===== config.mk =====
export PLATFORM = sky130hd
export DESIGN_NAME = fifo_drain_dma
export DESIGN_NICKNAME = d
export VERILOG_FILES = /design/src/rtl/fdma_pkg.sv /design/src/rtl/fdma_ctl.sv /design/src/rtl/fdma_wport.sv /design/src/rtl/fdma_stall.sv /design/src/rtl/fifo_drain_dma.sv
export SDC_FILE = /design/constraint.sdc
export NUM_CORES = 1
export LEC_CHECK = 0
export BUFFER_PORTS_ARGS = -buffer_cell sky130_fd_sc_hd__buf_4
export CORE_ASPECT_RATIO = 0.6
export CORE_UTILIZATION = 26
export CTS_BUF_LIST = sky130_fd_sc_hd__clkbuf_8 sky130_fd_sc_hd__clkbuf_16
export CTS_CLUSTER_DIAMETER = 50
export CTS_CLUSTER_SIZE = 14
export DETAILED_ROUTE_END_ITERATION = 10
export HOLD_SLACK_MARGIN = 0.05
export PLACE_DENSITY_LB_ADDON = 0.2
export SLEW_MARGIN = 30
export SYNTH_ARGS = -nofsm -noshare
export SYNTH_HDL_FRONTEND = slang
export SYNTH_SLANG_ARGS = --single-unit

===== constraint.sdc =====
create_clock -name clk -period 2.4 [get_ports clk]
set_input_delay 0.12 -clock clk [delete_from_list [all_inputs] [get_ports clk]]
set_output_delay 0.12 -clock clk [all_outputs]
set_load 0.01 [all_outputs]

===== src/rtl/fdma_pkg.sv =====
package fdma_pkg;

  typedef enum logic [1:0] {
    PH_IDLE = 2'd0,
    PH_POLL = 2'd1,
    PH_MOVE = 2'd2,
    PH_WRAP = 2'd3
  } fdma_phase_e;

  localparam int unsigned QW_BYTES = 16;

  // Quadwords in the next burst: smaller of what is owed and what is queued.
  function automatic logic [31:0] burst_len(input logic [31:0] owed,
                                            input logic [31:0] queued);
    return (owed < queued) ? owed : queued;
  endfunction

  // Address of the quadword following a.
  function automatic logic [31:0] step_addr(input logic [31:0] a);
    return a + 32'(QW_BYTES);
  endfunction

endpackage


===== src/rtl/fdma_ctl.sv =====
module fdma_ctl
  import fdma_pkg::*;
#(
  parameter int unsigned AW = 32,
  parameter int unsigned QW = 16,
  parameter int unsigned HW = 16,
  parameter int unsigned CW = 4
) (
  input  logic             clk,
  input  logic             rst_n,
  input  logic             cfg_madr_wr,
  input  logic [AW-1:0]    cfg_madr_val,
  input  logic             cfg_qwc_wr,
  input  logic [QW+HW-1:0] cfg_qwc_val,
  input  logic             start,
  input  logic             tag_opt,
  input  logic [CW-1:0]    fifo_count,
  input  logic             irq_ack,
  output logic [AW-1:0]    madr,
  output logic [QW+HW-1:0] qwc_word,
  output logic             busy,
  output logic             xfer,
  output logic             burst_end,
  output logic             done_evt,
  output logic             done_irq
);

  localparam int unsigned CTW = QW + HW;

  fdma_phase_e      ph_q;
  logic [QW-1:0]    rem_q;
  logic [QW-1:0]    qwc_lo;
  logic [HW-1:0]    qwc_hi;
  logic             start_ok;
  logic             bad_hi;
  logic             zero_cnt;
  logic             can_burst;
  logic             last_beat;

  assign qwc_lo    = qwc_word[QW-1:0];
  assign qwc_hi    = qwc_word[CTW-1:QW];
  assign start_ok  = start && !tag_opt && (ph_q == PH_IDLE);
  assign bad_hi    = (qwc_hi != '0);
  assign zero_cnt  = (qwc_lo == '0);
  assign can_burst = (ph_q == PH_POLL) && !done_irq && (fifo_count != '0);
  assign last_beat = (rem_q == QW'(1));

  assign busy      = (ph_q != PH_IDLE);
  assign xfer      = (ph_q == PH_MOVE);
  assign burst_end = (ph_q == PH_WRAP);
  assign done_evt  = (burst_end && zero_cnt) || (start_ok && (bad_hi || zero_cnt));

  always_ff @(posedge clk) begin
    if (!rst_n) begin
      ph_q     <= PH_IDLE;
      madr     <= '0;
      qwc_word <= '0;
      rem_q    <= '0;
      done_irq <= 1'b0;
    end else begin
      done_irq <= (done_irq && !irq_ack) || done_evt;
      unique case (ph_q)
        PH_IDLE: begin
          if (cfg_madr_wr) madr <= cfg_madr_val;
          if (cfg_qwc_wr)  qwc_word <= cfg_qwc_val;
          if (start_ok) begin
            if (bad_hi)         qwc_word <= '0;
            else if (!zero_cnt) ph_q <= PH_POLL;
          end
        end
        PH_POLL: begin
          if (can_burst) begin
            rem_q <= QW'(burst_len(32'(qwc_lo), 32'(fifo_count)));
            ph_q  <= PH_MOVE;
          end
        end
        PH_MOVE: begin
          madr     <= AW'(step_addr(32'(madr)));
          qwc_word <= {qwc_hi, qwc_lo - QW'(1)};
          rem_q    <= rem_q - QW'(1);
          if (last_beat) ph_q <= PH_WRAP;
        end
        PH_WRAP: begin
          ph_q <= zero_cnt ? PH_IDLE : PH_POLL;
        end
        default: ph_q <= PH_IDLE;
      endcase
    end
  end

endmodule


===== src/rtl/fdma_wport.sv =====
module fdma_wport #(
  parameter int unsigned AW = 32,
  parameter int unsigned DW = 128
) (
  input  logic          xfer,
  input  logic [AW-1:0] madr,
  input  logic [DW-1:0] fifo_data,
  output logic          fifo_rd,
  output logic          mem_we,
  output logic [AW-1:0] mem_addr,
  output logic [DW-1:0] mem_wdata
);

  // Head of FIFO goes straight to memory; pop and write share one strobe.
  assign fifo_rd   = xfer;
  assign mem_we    = xfer;
  assign mem_addr  = xfer ? madr : '0;
  assign mem_wdata = xfer ? fifo_data : '0;

endmodule


===== src/rtl/fdma_stall.sv =====
module fdma_stall #(
  parameter int unsigned AW    = 32,
  parameter int unsigned NDEST = 3
) (
  input  logic                       clk,
  input  logic                       rst_n,
  input  logic                       burst_end,
  input  logic [AW-1:0]              madr,
  input  logic                       src_sel,
  input  logic [$clog2(NDEST+1)-1:0] dst_sel,
  input  logic [NDEST-1:0]           clr,
  output logic [AW-1:0]              stall_addr,
  output logic [NDEST-1:0]           flag
);

  localparam int unsigned DSW = $clog2(NDEST + 1);

  logic publish;
  assign publish = burst_end && src_sel;

  always_ff @(posedge clk) begin
    if (!rst_n)       stall_addr <= '0;
    else if (publish) stall_addr <= madr;
  end

  for (genvar d = 0; d < NDEST; d++) begin : g_dest
    logic hit;
    assign hit = publish && (dst_sel == DSW'(d + 1));
    always_ff @(posedge clk) begin
      if (!rst_n)      flag[d] <= 1'b0;
      else if (hit)    flag[d] <= 1'b1;
      else if (clr[d]) flag[d] <= 1'b0;
    end
  end

endmodule


===== src/rtl/fifo_drain_dma.sv =====
module fifo_drain_dma
  import fdma_pkg::*;
#(
  parameter int unsigned AW    = 32,
  parameter int unsigned DW    = 128,
  parameter int unsigned QW    = 16,
  parameter int unsigned HW    = 16,
  parameter int unsigned CW    = 4,
  parameter int unsigned NDEST = 3
) (
  input  logic                       clk,
  input  logic                       rst_n,
  input  logic                       cfg_madr_wr,
  input  logic [AW-1:0]              cfg_madr_val,
  input  logic                       cfg_qwc_wr,
  input  logic [QW+HW-1:0]           cfg_qwc_val,
  input  logic                       start,
  input  logic                       tag_opt,
  output logic [AW-1:0]              madr_q,
  output logic [QW+HW-1:0]           qwc_q,
  output logic                       busy,
  input  logic [CW-1:0]              fifo_count,
  input  logic [DW-1:0]              fifo_data,
  output logic                       fifo_rd,
  output logic                       mem_we,
  output logic [AW-1:0]              mem_addr,
  output logic [DW-1:0]              mem_wdata,
  input  logic                       stall_src_sel,
  input  logic [$clog2(NDEST+1)-1:0] stall_dst_sel,
  input  logic [NDEST-1:0]           stall_clr,
  output logic [AW-1:0]              stall_addr,
  output logic [NDEST-1:0]           stall_flag,
  input  logic                       irq_ack,
  output logic                       done_irq
);

  logic xfer;
  logic burst_end;
  logic done_evt;

  fdma_ctl #(.AW(AW), .QW(QW), .HW(HW), .CW(CW)) u_ctl (
    .clk         (clk),
    .rst_n       (rst_n),
    .cfg_madr_wr (cfg_madr_wr),
    .cfg_madr_val(cfg_madr_val),
    .cfg_qwc_wr  (cfg_qwc_wr),
    .cfg_qwc_val (cfg_qwc_val),
    .start       (start),
    .tag_opt     (tag_opt),
    .fifo_count  (fifo_count),
    .irq_ack     (irq_ack),
    .madr        (madr_q),
    .qwc_word    (qwc_q),
    .busy        (busy),
    .xfer        (xfer),
    .burst_end   (burst_end),
    .done_evt    (done_evt),
    .done_irq    (done_irq)
  );

  fdma_wport #(.AW(AW), .DW(DW)) u_wport (
    .xfer     (xfer),
    .madr     (madr_q),
    .fifo_data(fifo_data),
    .fifo_rd  (fifo_rd),
    .mem_we   (mem_we),
    .mem_addr (mem_addr),
    .mem_wdata(mem_wdata)
  );

  fdma_stall #(.AW(AW), .NDEST(NDEST)) u_stall (
    .clk       (clk),
    .rst_n     (rst_n),
    .burst_end (burst_end),
    .madr      (madr_q),
    .src_sel   (stall_src_sel),
    .dst_sel   (stall_dst_sel),
    .clr       (stall_clr),
    .stall_addr(stall_addr),
    .flag      (stall_flag)
  );

endmodule


==> flow_metrics.env <==
export IMPL_startpoint_type="flop"
export IMPL_grt_pass1_vias=8202
export IMPL_yosys_area_share_simple_pct=35.8
export IMPL_place_hpwl_um=26300
export IMPL_finalCritPeriodShare_pct=91.7
export IMPL_synthToLayoutAreaGrowth_pct=69.0
export IMPL_dieArea_um2=29000
export IMPL_finalWorstSetupSlack_ns=0.199
export IMPL_status="finished, final reports clean"
export IMPL_h_tree_depth=4
export IMPL_coreArea_um2=27700
export IMPL_cts_buffers=17
export IMPL_tritoncts="yes"
export IMPL_syn_area_um2=7370
export IMPL_n_antenna_cell=0
export IMPL_syn_nets=1209
export IMPL_top_layer_used="met5"
export IMPL_whs_ns=0.0696
export IMPL_switching_share_pct=28.6
export IMPL_cp_max_fo=9
export IMPL_nets=1704
export IMPL_max_vdd_ir_drop_mv=0.416
export IMPL_antenna_found_initial=4
export IMPL_synthArstFlopShare_pct=0
export IMPL_power_uw=6500
export IMPL_place_congestion=0.847
export IMPL_vias=8892
export IMPL_die_width_um=219
export IMPL_wl_per_cell_um=18.5
export IMPL_clk_path_buf_depth=2
export IMPL_power_frac_seq_pct=34.2
export IMPL_hold_viol_final=0
export IMPL_powerDensity_nw_per_um2=522
export IMPL_drc=0
export IMPL_fin_worst_skew_ns=0.0111
export IMPL_arrival_ns=2.51
export IMPL_grt_usage_pct=23.0
export IMPL_ant_nets=0
export IMPL_yosys_top_cells_count="176 x and2_1, 163 x nand2_1, 118 x dfxtp_1"
export IMPL_final_layout_size_suffix_gt1_share_pct=37.5
export IMPL_synth_edff_count=0
export IMPL_synthAdderAreaFrac_pct=1.87
export IMPL_grt_max_degree=63
export IMPL_overflow=0
export IMPL_worstSkewPairLatency_ns=0.42
export IMPL_grt_pass1_wl_um=51200
export IMPL_fmax_ghz=0.454
export IMPL_synth_compound_area_share_pct=22.3
export IMPL_start_util_pct=26.6
export IMPL_drv_slew=0
export IMPL_synth_xor_area_share_pct=0.357
export IMPL_rsz0062_at_grt="no"
export IMPL_ys_flop_type="dfxtp_1"
export IMPL_yosys_warnings=0
export IMPL_cts_reportedPaths_clkPinSlew_ns=0.06
export IMPL_dp_slack_ns=0.215
export IMPL_drt_first_pass_iters=5
export IMPL_power_internal_uw=4640
export IMPL_fin_tns_setup_ns=0
export IMPL_synth_most_common_cell="and2_1"
export IMPL_cts_sinks=118
export IMPL_tightest_slew_ns=0.603
export IMPL_syn_mean_instance_area_um2=7.45
export IMPL_synth_mux_area_share_pct=2.44
export IMPL_ys_ff_latch=118
export IMPL_routed_wl_met3_um=2120
export IMPL_ys_seq_area_share_pct=32.1
export IMPL_min_path_type="in -> reg"
export IMPL_synth_top_area_share_pct=32.1
export IMPL_worstPathRequired_ns=2.71
export IMPL_synth_area_leaders="dfxtp_1 32%, and2_1 15%, nand2_1 8.3%"
export IMPL_netlist_instances=989
export IMPL_rows=47
export IMPL_die_y_um=132
export IMPL_switchingPower_uw=1860
export IMPL_wl_met2_um=14300
export IMPL_synth_top_family_by_area="simple AND/OR/NAND/NOR gates"
export IMPL_pwr_share_clk_pct=43.0
export IMPL_wirelength_um=34400
export IMPL_period_minus_slack_ns=2.20
export IMPL_clockRootBuffer="clkbuf_16"
export IMPL_slew_headroom_pct=59.5
export IMPL_met1_length_um=17800
export IMPL_setup_worst_path_class="reg -> reg"
export IMPL_synth_cell_types=66
export IMPL_ios=472
export IMPL_yosys_area_top_type="dfxtp_1"
export IMPL_combPwrFrac_pct=22.8
export IMPL_port_buffers=471
export IMPL_final_setup_viol_count=0
export IMPL_drv_cap=0
export IMPL_end_kind="flop"
export IMPL_via_per_inst=4.78
export IMPL_p_leak_uw=0.00579
export IMPL_drtIter0Drc=750
-- cells by family (layout without fill, tap and decap cells) --
logic type / count (synthesis) / after routing
AO/OA/AOI/OAI: 247 / 247
XOR/XNOR: 3 / 3
adder cells (fa/ha/maj): 11 / 11
buffers and inverters: 95 / 601
flip-flops: 118 / 118
multiplexers: 18 / 18
AND/OR/NAND/NOR: 497 / 497
-- cell usage in the layout (no fill, tap or decap), types with 19 or more instances in the layout --
master,count
a21boi_0,39
a21oi_1,57
and2_1,175
buf_4,512
dfxtp_1,118
dlygate4sd3_1,36
nand2_1,163
nand3_1,27
nor2_1,37
nor3_1,22
o21a_1,19
o21ai_0,24
o21ai_1,23
-- worst max-delay path, stage by stage, from the launching register on --
cell and delay [ns]:
dfxtp_1 0.34, inv_1 0.16, ha_1 0.36, inv_2 0.06, or2_1 0.26, o21a_1 0.22
nand2_1 0.31, nor2_1 0.09, o31a_1 0.29
-- per-layer routing --
layer / vias to the layer above / global-route usage (%)
met5: - / 0
met3: 16 / 4.67
li1: 4408 / -
met2: 303 / 31.3
met1: 4163 / 36.6
met4: 2 / 3.86
-- power by group through the flow --
stage | Combinational (µW) | Sequential (µW) | Clock, µW
6_report | 1480 | 2220 | 2790
5_1_grt | 1610 | 2240 | 2920
4_1_cts | 1480 | 2220 | 2830
3_5_place_dp | 1420 | 2260 | 0
3_3_place_gp | 1410 | 2260 | 0
2_1_floorplan | 665 | 2260 | 0
-- repair_timing --
action / 4_1_cts / 5_1_grt
resized for setup: 1 / 1
endpoints found under the setup margin: 45 / 49
setup buffers: 0 / 1
gates cloned: 1 / 0
hold buffers: 36 / 0
hold endpoints to repair: 34 / 0
-- path summary, 6_finish.rpt --
path,from,end,slack [ns],cells after the start
setup / recovery,u_ctl.ph_q[0],u_ctl.qwc_word[9],0.20,8
hold / removal,cfg_qwc_val[8],u_ctl.qwc_word[8],0.07,4
setup reg to reg,u_ctl.ph_q[0],u_ctl.qwc_word[9],0.20,8
hold reg to reg,u_stall.stall_addr[17],u_stall.stall_addr[17],0.47,2
-- registers in the layout, summed over array words and instances, names as in the netlist --
signal              count
u_ctl.rem_q            16
u_ctl.qwc_word         32
u_stall.stall_addr     32
u_ctl.madr             32
u_ctl.ph_q              2
u_ctl.done_irq          1
u_stall.flag            3
-- layout make-up --
cell class	count	area [µm²]
Sequential cell	118	2360
Tap cell	367	459
Clock inverter	9	150
Timing Repair Buffer	552	4290
Inverter	19	71.3
Clock buffer	21	480
Fill cell	2812	15200
Multi-Input combinational cell	776	4650
-- per-stage QoR --
step	util (%)	instance area, µm²	std cells
6_report	45.0	12500	1862
5_1_grt	45.0	12500	1862
4_1_cts	44.9	12400	1862
3_5_place_dp	41.2	11400	1795
3_3_place_gp	41.2	11400	1795
2_1_floorplan	-	7370	989
(Power assumes the default switching activity.)
